===== config.mk =====
export PLATFORM = sky130hd
export DESIGN_NAME = dir_home
export DESIGN_NICKNAME = d
export VERILOG_FILES = /design/src/rtl/dir_pkg.sv /design/src/rtl/dir_decide.sv /design/src/rtl/dir_entry.sv /design/src/rtl/dir_home.sv
export SDC_FILE = /design/constraint.sdc
export NUM_CORES = 1
export LEC_CHECK = 0
export BUFFER_PORTS_ARGS = -buffer_cell sky130_fd_sc_hd__buf_2
export CELL_PAD_IN_SITES_DETAIL_PLACEMENT = 1
export CELL_PAD_IN_SITES_GLOBAL_PLACEMENT = 1
export CORE_ASPECT_RATIO = 0.6
export CORE_UTILIZATION = 40
export DETAILED_ROUTE_END_ITERATION = 12
export PLACE_DENSITY = 0.78
export SYNTH_ARGS = -nofsm -noshare
export SYNTH_HDL_FRONTEND = slang
export SYNTH_HIERARCHICAL = 1
export SYNTH_SLANG_ARGS = --single-unit
export TNS_END_PERCENT = 100

===== constraint.sdc =====
create_clock -name clk -period 6.1 [get_ports clk]
set_clock_uncertainty 0.1 [all_clocks]
set_input_delay 1.22 -clock clk [delete_from_list [all_inputs] [get_ports clk]]
set_output_delay 1.22 -clock clk [all_outputs]
set_load 0.01 [all_outputs]

===== src/rtl/dir_pkg.sv =====
package dir_pkg;
  typedef enum logic [1:0] {OP_READ = 2'd0, OP_RDEX = 2'd1, OP_UPGR = 2'd2, OP_RSVD = 2'd3} dir_op_e;
  typedef enum logic [1:0] {RSP_NACK = 2'd0, RSP_SHARED = 2'd1, RSP_EXCL = 2'd2, RSP_UPGD = 2'd3} dir_rsp_e;
  localparam logic FWD_INV  = 1'b0;
  localparam logic FWD_DOWN = 1'b1;

  // number of set bits in a holder mask (masks up to 32 caches)
  function automatic int unsigned holder_count(input logic [31:0] m);
    int unsigned c = 0;
    for (int i = 0; i < 32; i++) c += int'(m[i]);
    return c;
  endfunction
endpackage


===== src/rtl/dir_decide.sv =====
module dir_decide import dir_pkg::*; #(
  parameter int P  = 4,
  parameter int NW = 2,
  parameter int CW = 3
) (
  input  logic [P-1:0]  cur_pres,
  input  logic          cur_excl,
  input  logic          cur_busy,
  input  logic [1:0]    op,
  input  logic [NW-1:0] node,
  output logic          fwd_need,
  output logic [P-1:0]  fwd_mask,
  output logic          fwd_kind,
  output logic [CW-1:0] ack_cnt,
  output logic [P-1:0]  nxt_pres,
  output logic          nxt_excl,
  output logic [1:0]    rsp_kind
);
  logic [P-1:0] sel, others;
  logic         holds;

  assign sel    = P'(1) << node;
  assign others = cur_pres & ~sel;
  assign holds  = |(cur_pres & sel);

  always_comb begin
    fwd_need = 1'b0;
    fwd_mask = others;
    fwd_kind = FWD_INV;
    ack_cnt  = '0;
    nxt_pres = cur_pres;
    nxt_excl = cur_excl;
    rsp_kind = RSP_NACK;
    if (!cur_busy) begin
      if (op == OP_RDEX || op == OP_UPGR) begin
        rsp_kind = (op == OP_UPGR && holds) ? RSP_UPGD : RSP_EXCL;
        nxt_pres = sel;
        nxt_excl = 1'b1;
        if (|others) begin
          fwd_need = 1'b1;
          ack_cnt  = CW'(holder_count(32'(others)));
        end
      end else if (cur_excl && |others) begin
        fwd_need = 1'b1;
        fwd_kind = FWD_DOWN;
        ack_cnt  = CW'(1);
        nxt_pres = others | sel;
        nxt_excl = 1'b0;
        rsp_kind = RSP_SHARED;
      end else if (cur_excl) begin
        rsp_kind = RSP_EXCL;
      end else if (!(|others)) begin
        rsp_kind = RSP_EXCL;
        nxt_pres = sel;
        nxt_excl = 1'b1;
      end else begin
        rsp_kind = RSP_SHARED;
        nxt_pres = cur_pres | sel;
      end
    end
  end
endmodule


===== src/rtl/dir_entry.sv =====
module dir_entry #(
  parameter int P  = 4,
  parameter int NW = 2,
  parameter int CW = 3
) (
  input  logic          clk,
  input  logic          rst_n,
  input  logic          load,
  input  logic          ld_busy,
  input  logic [P-1:0]  ld_pres,
  input  logic          ld_excl,
  input  logic [CW-1:0] ld_cnt,
  input  logic [1:0]    ld_kind,
  input  logic [NW-1:0] ld_node,
  input  logic          ack_hit,
  output logic [P-1:0]  pres,
  output logic          excl,
  output logic          busy,
  output logic          fin,
  output logic [1:0]    pend_kind,
  output logic [NW-1:0] pend_node
);
  logic [CW-1:0] cnt;
  logic [P-1:0]  pnd_pres;
  logic          pnd_excl;

  assign fin = busy && ack_hit && (cnt == CW'(1));

  always_ff @(posedge clk) begin
    if (!rst_n) begin
      pres      <= '0;
      excl      <= 1'b0;
      busy      <= 1'b0;
      cnt       <= '0;
      pnd_pres  <= '0;
      pnd_excl  <= 1'b0;
      pend_kind <= '0;
      pend_node <= '0;
    end else if (load) begin
      if (ld_busy) begin
        busy      <= 1'b1;
        cnt       <= ld_cnt;
        pnd_pres  <= ld_pres;
        pnd_excl  <= ld_excl;
        pend_kind <= ld_kind;
        pend_node <= ld_node;
      end else begin
        pres <= ld_pres;
        excl <= ld_excl;
      end
    end else if (ack_hit && busy) begin
      cnt <= cnt - CW'(1);
      if (fin) begin
        busy <= 1'b0;
        pres <= pnd_pres;
        excl <= pnd_excl;
      end
    end
  end
endmodule


===== src/rtl/dir_home.sv =====
module dir_home #(
  parameter int P  = 4,
  parameter int NB = 8,
  localparam int NW = (P > 1) ? $clog2(P) : 1,
  localparam int BW = (NB > 1) ? $clog2(NB) : 1,
  localparam int CW = $clog2(P + 1)
) (
  input  logic          clk,
  input  logic          rst_n,
  input  logic          req_valid,
  output logic          req_ready,
  input  logic [NW-1:0] req_node,
  input  logic [BW-1:0] req_blk,
  input  logic [1:0]    req_op,
  input  logic          ack_valid,
  output logic          ack_ready,
  input  logic [BW-1:0] ack_blk,
  output logic          rsp_valid,
  input  logic          rsp_ready,
  output logic [1:0]    rsp_kind,
  output logic [NW-1:0] rsp_node,
  output logic [BW-1:0] rsp_blk,
  output logic          fwd_valid,
  input  logic          fwd_ready,
  output logic [P-1:0]  fwd_mask,
  output logic          fwd_kind,
  output logic [BW-1:0] fwd_blk
);
  // named events for the checker
  logic slot_free, fwd_free, req_fire, ack_fire;
  logic [NB-1:0]   busy_vec, excl_vec, fin_vec;
  logic [NB*P-1:0] pres_flat;
  logic [P-1:0]    ent_pres [NB];
  logic [1:0]      ent_pk   [NB];
  logic [NW-1:0]   ent_pn   [NB];

  logic          dec_fwd, dec_fkind, dec_excl;
  logic [P-1:0]  dec_mask, dec_pres;
  logic [CW-1:0] dec_cnt;
  logic [1:0]    dec_rsp;

  assign slot_free = !rsp_valid || rsp_ready;
  assign fwd_free  = !fwd_valid || fwd_ready;
  assign ack_ready = slot_free;
  assign req_ready = slot_free && fwd_free && !ack_valid;
  assign req_fire  = req_valid && req_ready;
  assign ack_fire  = ack_valid && ack_ready;

  dir_decide #(.P(P), .NW(NW), .CW(CW)) u_dec (
    .cur_pres(ent_pres[req_blk]), .cur_excl(excl_vec[req_blk]), .cur_busy(busy_vec[req_blk]),
    .op(req_op), .node(req_node),
    .fwd_need(dec_fwd), .fwd_mask(dec_mask), .fwd_kind(dec_fkind), .ack_cnt(dec_cnt),
    .nxt_pres(dec_pres), .nxt_excl(dec_excl), .rsp_kind(dec_rsp)
  );

  for (genvar g = 0; g < NB; g++) begin : g_ent
    dir_entry #(.P(P), .NW(NW), .CW(CW)) u_ent (
      .clk(clk), .rst_n(rst_n),
      .load(req_fire && !busy_vec[g] && (req_blk == BW'(g))),
      .ld_busy(dec_fwd), .ld_pres(dec_pres), .ld_excl(dec_excl), .ld_cnt(dec_cnt),
      .ld_kind(dec_rsp), .ld_node(req_node),
      .ack_hit(ack_fire && (ack_blk == BW'(g))),
      .pres(ent_pres[g]), .excl(excl_vec[g]), .busy(busy_vec[g]), .fin(fin_vec[g]),
      .pend_kind(ent_pk[g]), .pend_node(ent_pn[g])
    );
    assign pres_flat[g*P +: P] = ent_pres[g];
  end

  always_ff @(posedge clk) begin
    if (!rst_n) begin
      rsp_valid <= 1'b0;
      rsp_kind  <= '0;
      rsp_node  <= '0;
      rsp_blk   <= '0;
    end else if (ack_fire && fin_vec[ack_blk]) begin
      rsp_valid <= 1'b1;
      rsp_kind  <= ent_pk[ack_blk];
      rsp_node  <= ent_pn[ack_blk];
      rsp_blk   <= ack_blk;
    end else if (req_fire && !dec_fwd) begin
      rsp_valid <= 1'b1;
      rsp_kind  <= dec_rsp;
      rsp_node  <= req_node;
      rsp_blk   <= req_blk;
    end else if (rsp_ready) begin
      rsp_valid <= 1'b0;
    end
  end

  always_ff @(posedge clk) begin
    if (!rst_n) begin
      fwd_valid <= 1'b0;
      fwd_mask  <= '0;
      fwd_kind  <= 1'b0;
      fwd_blk   <= '0;
    end else if (req_fire && dec_fwd) begin
      fwd_valid <= 1'b1;
      fwd_mask  <= dec_mask;
      fwd_kind  <= dec_fkind;
      fwd_blk   <= req_blk;
    end else if (fwd_ready) begin
      fwd_valid <= 1'b0;
    end
  end
endmodule


==> metrics.txt <==
net switching power figure 0.5394 mW; synthesized area per cell 9.192 um2; count of final hold-check violations 0; drt pass-1 iters 6; clock sinks 161; slew margin rel. 27.69%; Seq cells post-synth 161; Die Footprint 23100 um2; DP HPWL 19.24 mm; fill count 2537; weighted congestion reported at the end of routability-driven placement 0.8505; die extent in x 195.5 um; latest clock arrival within the worst-skew pair 0.45 ns; CP startpoint kind input port; setup violation total in the final timing report 0; f_max 207.0 MHz; sequential cell fraction of total power 46.0%; unrepaired setup endpoints after global routing no; Setup Slack @ Placement 0.8693 ns; global route total overflow 0; Most used DFF post-synth sky130_fd_sc_hd__dfxtp_1; Vias/cell 5.762; wire length of the first global-routing pass 43.21 mm; htree depth 4; slowest CP cell sky130_fd_sc_hd__and2_1; Routed WL 28.16 mm; classification of the worst-slack hold path register to register; EDFF count, synth 0; total area of sequential cells 3223 um2; post-detailed-route count of antenna-violating nets 0; number of remaining DRC errors 0; Gate Count Post-Synth 978; synthesis-to-finish area growth 9.882%; number of cell rows 42; buffer levels on the longest clock path 2; Post-Route Hold Slack 0.3531 ns; number of maximum-capacitance constraint violations 0; post-synthesis instance area 8990 um2; starting utilization of the core area 40.83%; number of global-route vias before repair 7258; Final Net Count 1017; total internal power 1.756 mW; max-slew violations 0; library cell used as clock root buffer sky130_fd_sc_hd__clkbuf_16; total CTS buffers 17; antenna diode count 0; fraction of layout instances using a drive strength above 1 19.25%; critical path data arrival time 5.06 ns; die outline height 118.1 um; Period minus WS final 4.831 ns; Resize count post-CTS 0; count of placed standard cells including taps 1247; fraction of the yosys area taken by sequential cells 35.85%; delay of the slowest critical-path stage 0.53 ns; Top Ports 35; VDD IR max 0.2053 mV; endpoint type of the worst setup path register; CTS tree built; cell breakdown of the critical path buf_2, mux4_2, mux2_2, o21a_1, inv_1, ha_1, nor3b_1, a31oi_4, nand2b_1, a21oi_4, buf_4, and2_1, o221ai_1, o311a_1; total vias in the final route 7364; status finished, final reports clean; power density over cell area 232.4 nW/um2; total setup buffers inserted after CTS 0; count of placed standard cells in the final layout, fillers left out 1278; total routing resource utilization after global routing 25.10%; worst slew pin tran 1.085 ns; leakage power of the design 3.833 nW; area inside the core boundary 22020 um2; proportion of synthesized flip-flops having asynchronous set or reset 0%; total area of multi-input combinational cells 5243 um2; combinational cell fraction of total power 5.3%; clock-pin transition on the worst setup and hold timing paths 0.06 ns; CTS hold repair buffers 0; Post-Synthesis Net Count 1015; Worst Path Class, Setup input port to register; WP data required 6.33 ns; largest driver fanout on the critical path 19; antenna violations before repair 0; setup total negative slack 0 ns; portion of total power attributed to the clock network 48.7%; Synth cell types 52; Final Worst Setup Slack 1.269 ns; Net Sw Frac 23.50%; Period Utilization, post-route 79.20%; Yosys warnings 6; mean routed wirelength per cell 22.03 um; Iter 0 DRT Violations 508; maximum number of pins on one net before global-route repair 136; number of port buffers 34
## worst max-delay path, delay by kind of cell
kind | cells | cell delay [ns]
multiplexers | 2 | 0.53
buffers and inverters | 3 | 0.90
AND/OR/NAND/NOR | 3 | 0.91
adder cells (fa/ha/maj) | 1 | 0.23
AO/OA/AOI/OAI | 5 | 1.25
## cell families after synthesis
group,Yosys count,synth area share (%)
AND/OR/NAND/NOR,378,19.67
adder cells (fa/ha/maj),21,3.006
buffers and inverters,105,6.458
multiplexers,121,17.47
AO/OA/AOI/OAI,192,17.55
flip-flops,161,35.85
## layout by cell type (no fill, tap or decap), types with 14 or more instances in the layout
cell                        instances
sky130_fd_sc_hd__dfxtp_1          161
sky130_fd_sc_hd__a21boi_1          56
sky130_fd_sc_hd__mux4_2            21
sky130_fd_sc_hd__o311a_1           16
sky130_fd_sc_hd__a21oi_1           14
sky130_fd_sc_hd__o21a_1            18
sky130_fd_sc_hd__a21boi_0          24
sky130_fd_sc_hd__o221ai_1          16
sky130_fd_sc_hd__clkbuf_16         17
sky130_fd_sc_hd__inv_1             26
sky130_fd_sc_hd__mux2_2            51
sky130_fd_sc_hd__mux2i_1           47
sky130_fd_sc_hd__nor2b_1           25
sky130_fd_sc_hd__buf_4             19
sky130_fd_sc_hd__ha_1              20
sky130_fd_sc_hd__nand2_1          259
sky130_fd_sc_hd__buf_2             33
## state kept, by name (all words and copies together) (netlist names), 2 cells and up
register / flops
fwd_blk: 3
fwd_mask: 4
g_ent.u_ent/busy: 8
g_ent.u_ent/cnt: 24
g_ent.u_ent/excl: 8
g_ent.u_ent/pend_kind: 16
g_ent.u_ent/pend_node: 16
g_ent.u_ent/pnd_excl: 8
g_ent.u_ent/pnd_pres: 32
g_ent.u_ent/pres: 32
rsp_blk: 3
rsp_kind: 2
rsp_node: 2
## area by class of cell
type | count | area share (%)
clock buffers | 22 | 4.699
clock inverters | 9 | 1.330
inverters | 35 | 1.330
multi-input cells | 712 | 53.07
flip-flops and latches | 161 | 32.63
well taps | 286 | 3.623
repair buffers | 53 | 3.319
## power by group through the flow
stage | Clock (mW) | Combinational (mW) | Sequential [mW]
6_report | 1.12 | 0.123 | 1.06
4_1_cts | 1.14 | 0.121 | 1.06
3_5_place_dp | 0 | 0.121 | 1.08
3_3_place_gp | 0 | 0.119 | 1.08
5_1_grt | 1.18 | 0.129 | 1.06
2_1_floorplan | 0 | 0.0752 | 1.08
## per-stage QoR
step                      instance area (um2)  total power, mW  utilization, %
after global routing                     9878            2.364           44.86
after global placement                   9283            1.198           42.16
after detailed placement                 9283            1.200           42.16
after CTS                                9878            2.314           44.86
final                                    9878            2.296           44.86
after floorplan                          8990            1.155               -
## worst paths after layout
path                            slack, ns  depth (start not counted)                  startpoint                         end
worst max-delay path                 1.27                         14                  req_blk[0]       g_ent[4].u_ent/cnt[1]
worst min-delay path                 0.35                          2  g_ent[7].u_ent/pnd_pres[2]  g_ent[7].u_ent/pnd_pres[2]
worst max register to register       2.17                         13      g_ent[2].u_ent/pres[0]       g_ent[4].u_ent/cnt[1]
worst min register to register       0.35                          2  g_ent[7].u_ent/pnd_pres[2]  g_ent[7].u_ent/pnd_pres[2]
## per-layer routing
| metal | up-vias | global-route usage [%] | part of all wire (%) |
|---|---|---|---|
| met4 | 0 | 5.906 | 1.0 |
| li1 | 3426 | - | - |
| met1 | 3721 | 36.59 | 50 |
| met5 | - | 0 | 0 |
| met3 | 23 | 7.507 | 7.1 |
| met2 | 194 | 35.85 | 42 |
## cells in the mapped netlist, types with 11 or more instances
| library cell | count | share of area [%] |
|---|---|---|
| sky130_fd_sc_hd__ha_1 | 20 | 2.8 |
| sky130_fd_sc_hd__dfxtp_1 | 161 | 36 |
| sky130_fd_sc_hd__o221ai_1 | 16 | 1.6 |
| sky130_fd_sc_hd__nor2b_1 | 25 | 1.7 |
| sky130_fd_sc_hd__clkbuf_1 | 25 | 1.0 |
| sky130_fd_sc_hd__o311a_1 | 16 | 1.8 |
| sky130_fd_sc_hd__a21oi_1 | 16 | 0.89 |
| sky130_fd_sc_hd__mux2i_1 | 47 | 5.2 |
| sky130_fd_sc_hd__inv_1 | 26 | 1.1 |
| sky130_fd_sc_hd__mux4_2 | 21 | 5.3 |
| sky130_fd_sc_hd__buf_4 | 25 | 2.1 |
| sky130_fd_sc_hd__a21boi_1 | 56 | 4.7 |
| sky130_fd_sc_hd__buf_6 | 11 | 1.4 |
| sky130_fd_sc_hd__o21a_1 | 18 | 1.5 |
| sky130_fd_sc_hd__nand2_1 | 259 | 11 |
| sky130_fd_sc_hd__a21boi_0 | 24 | 2.0 |
| sky130_fd_sc_hd__mux2_2 | 51 | 6.4 |
Power figures use the tool's default switching activity.
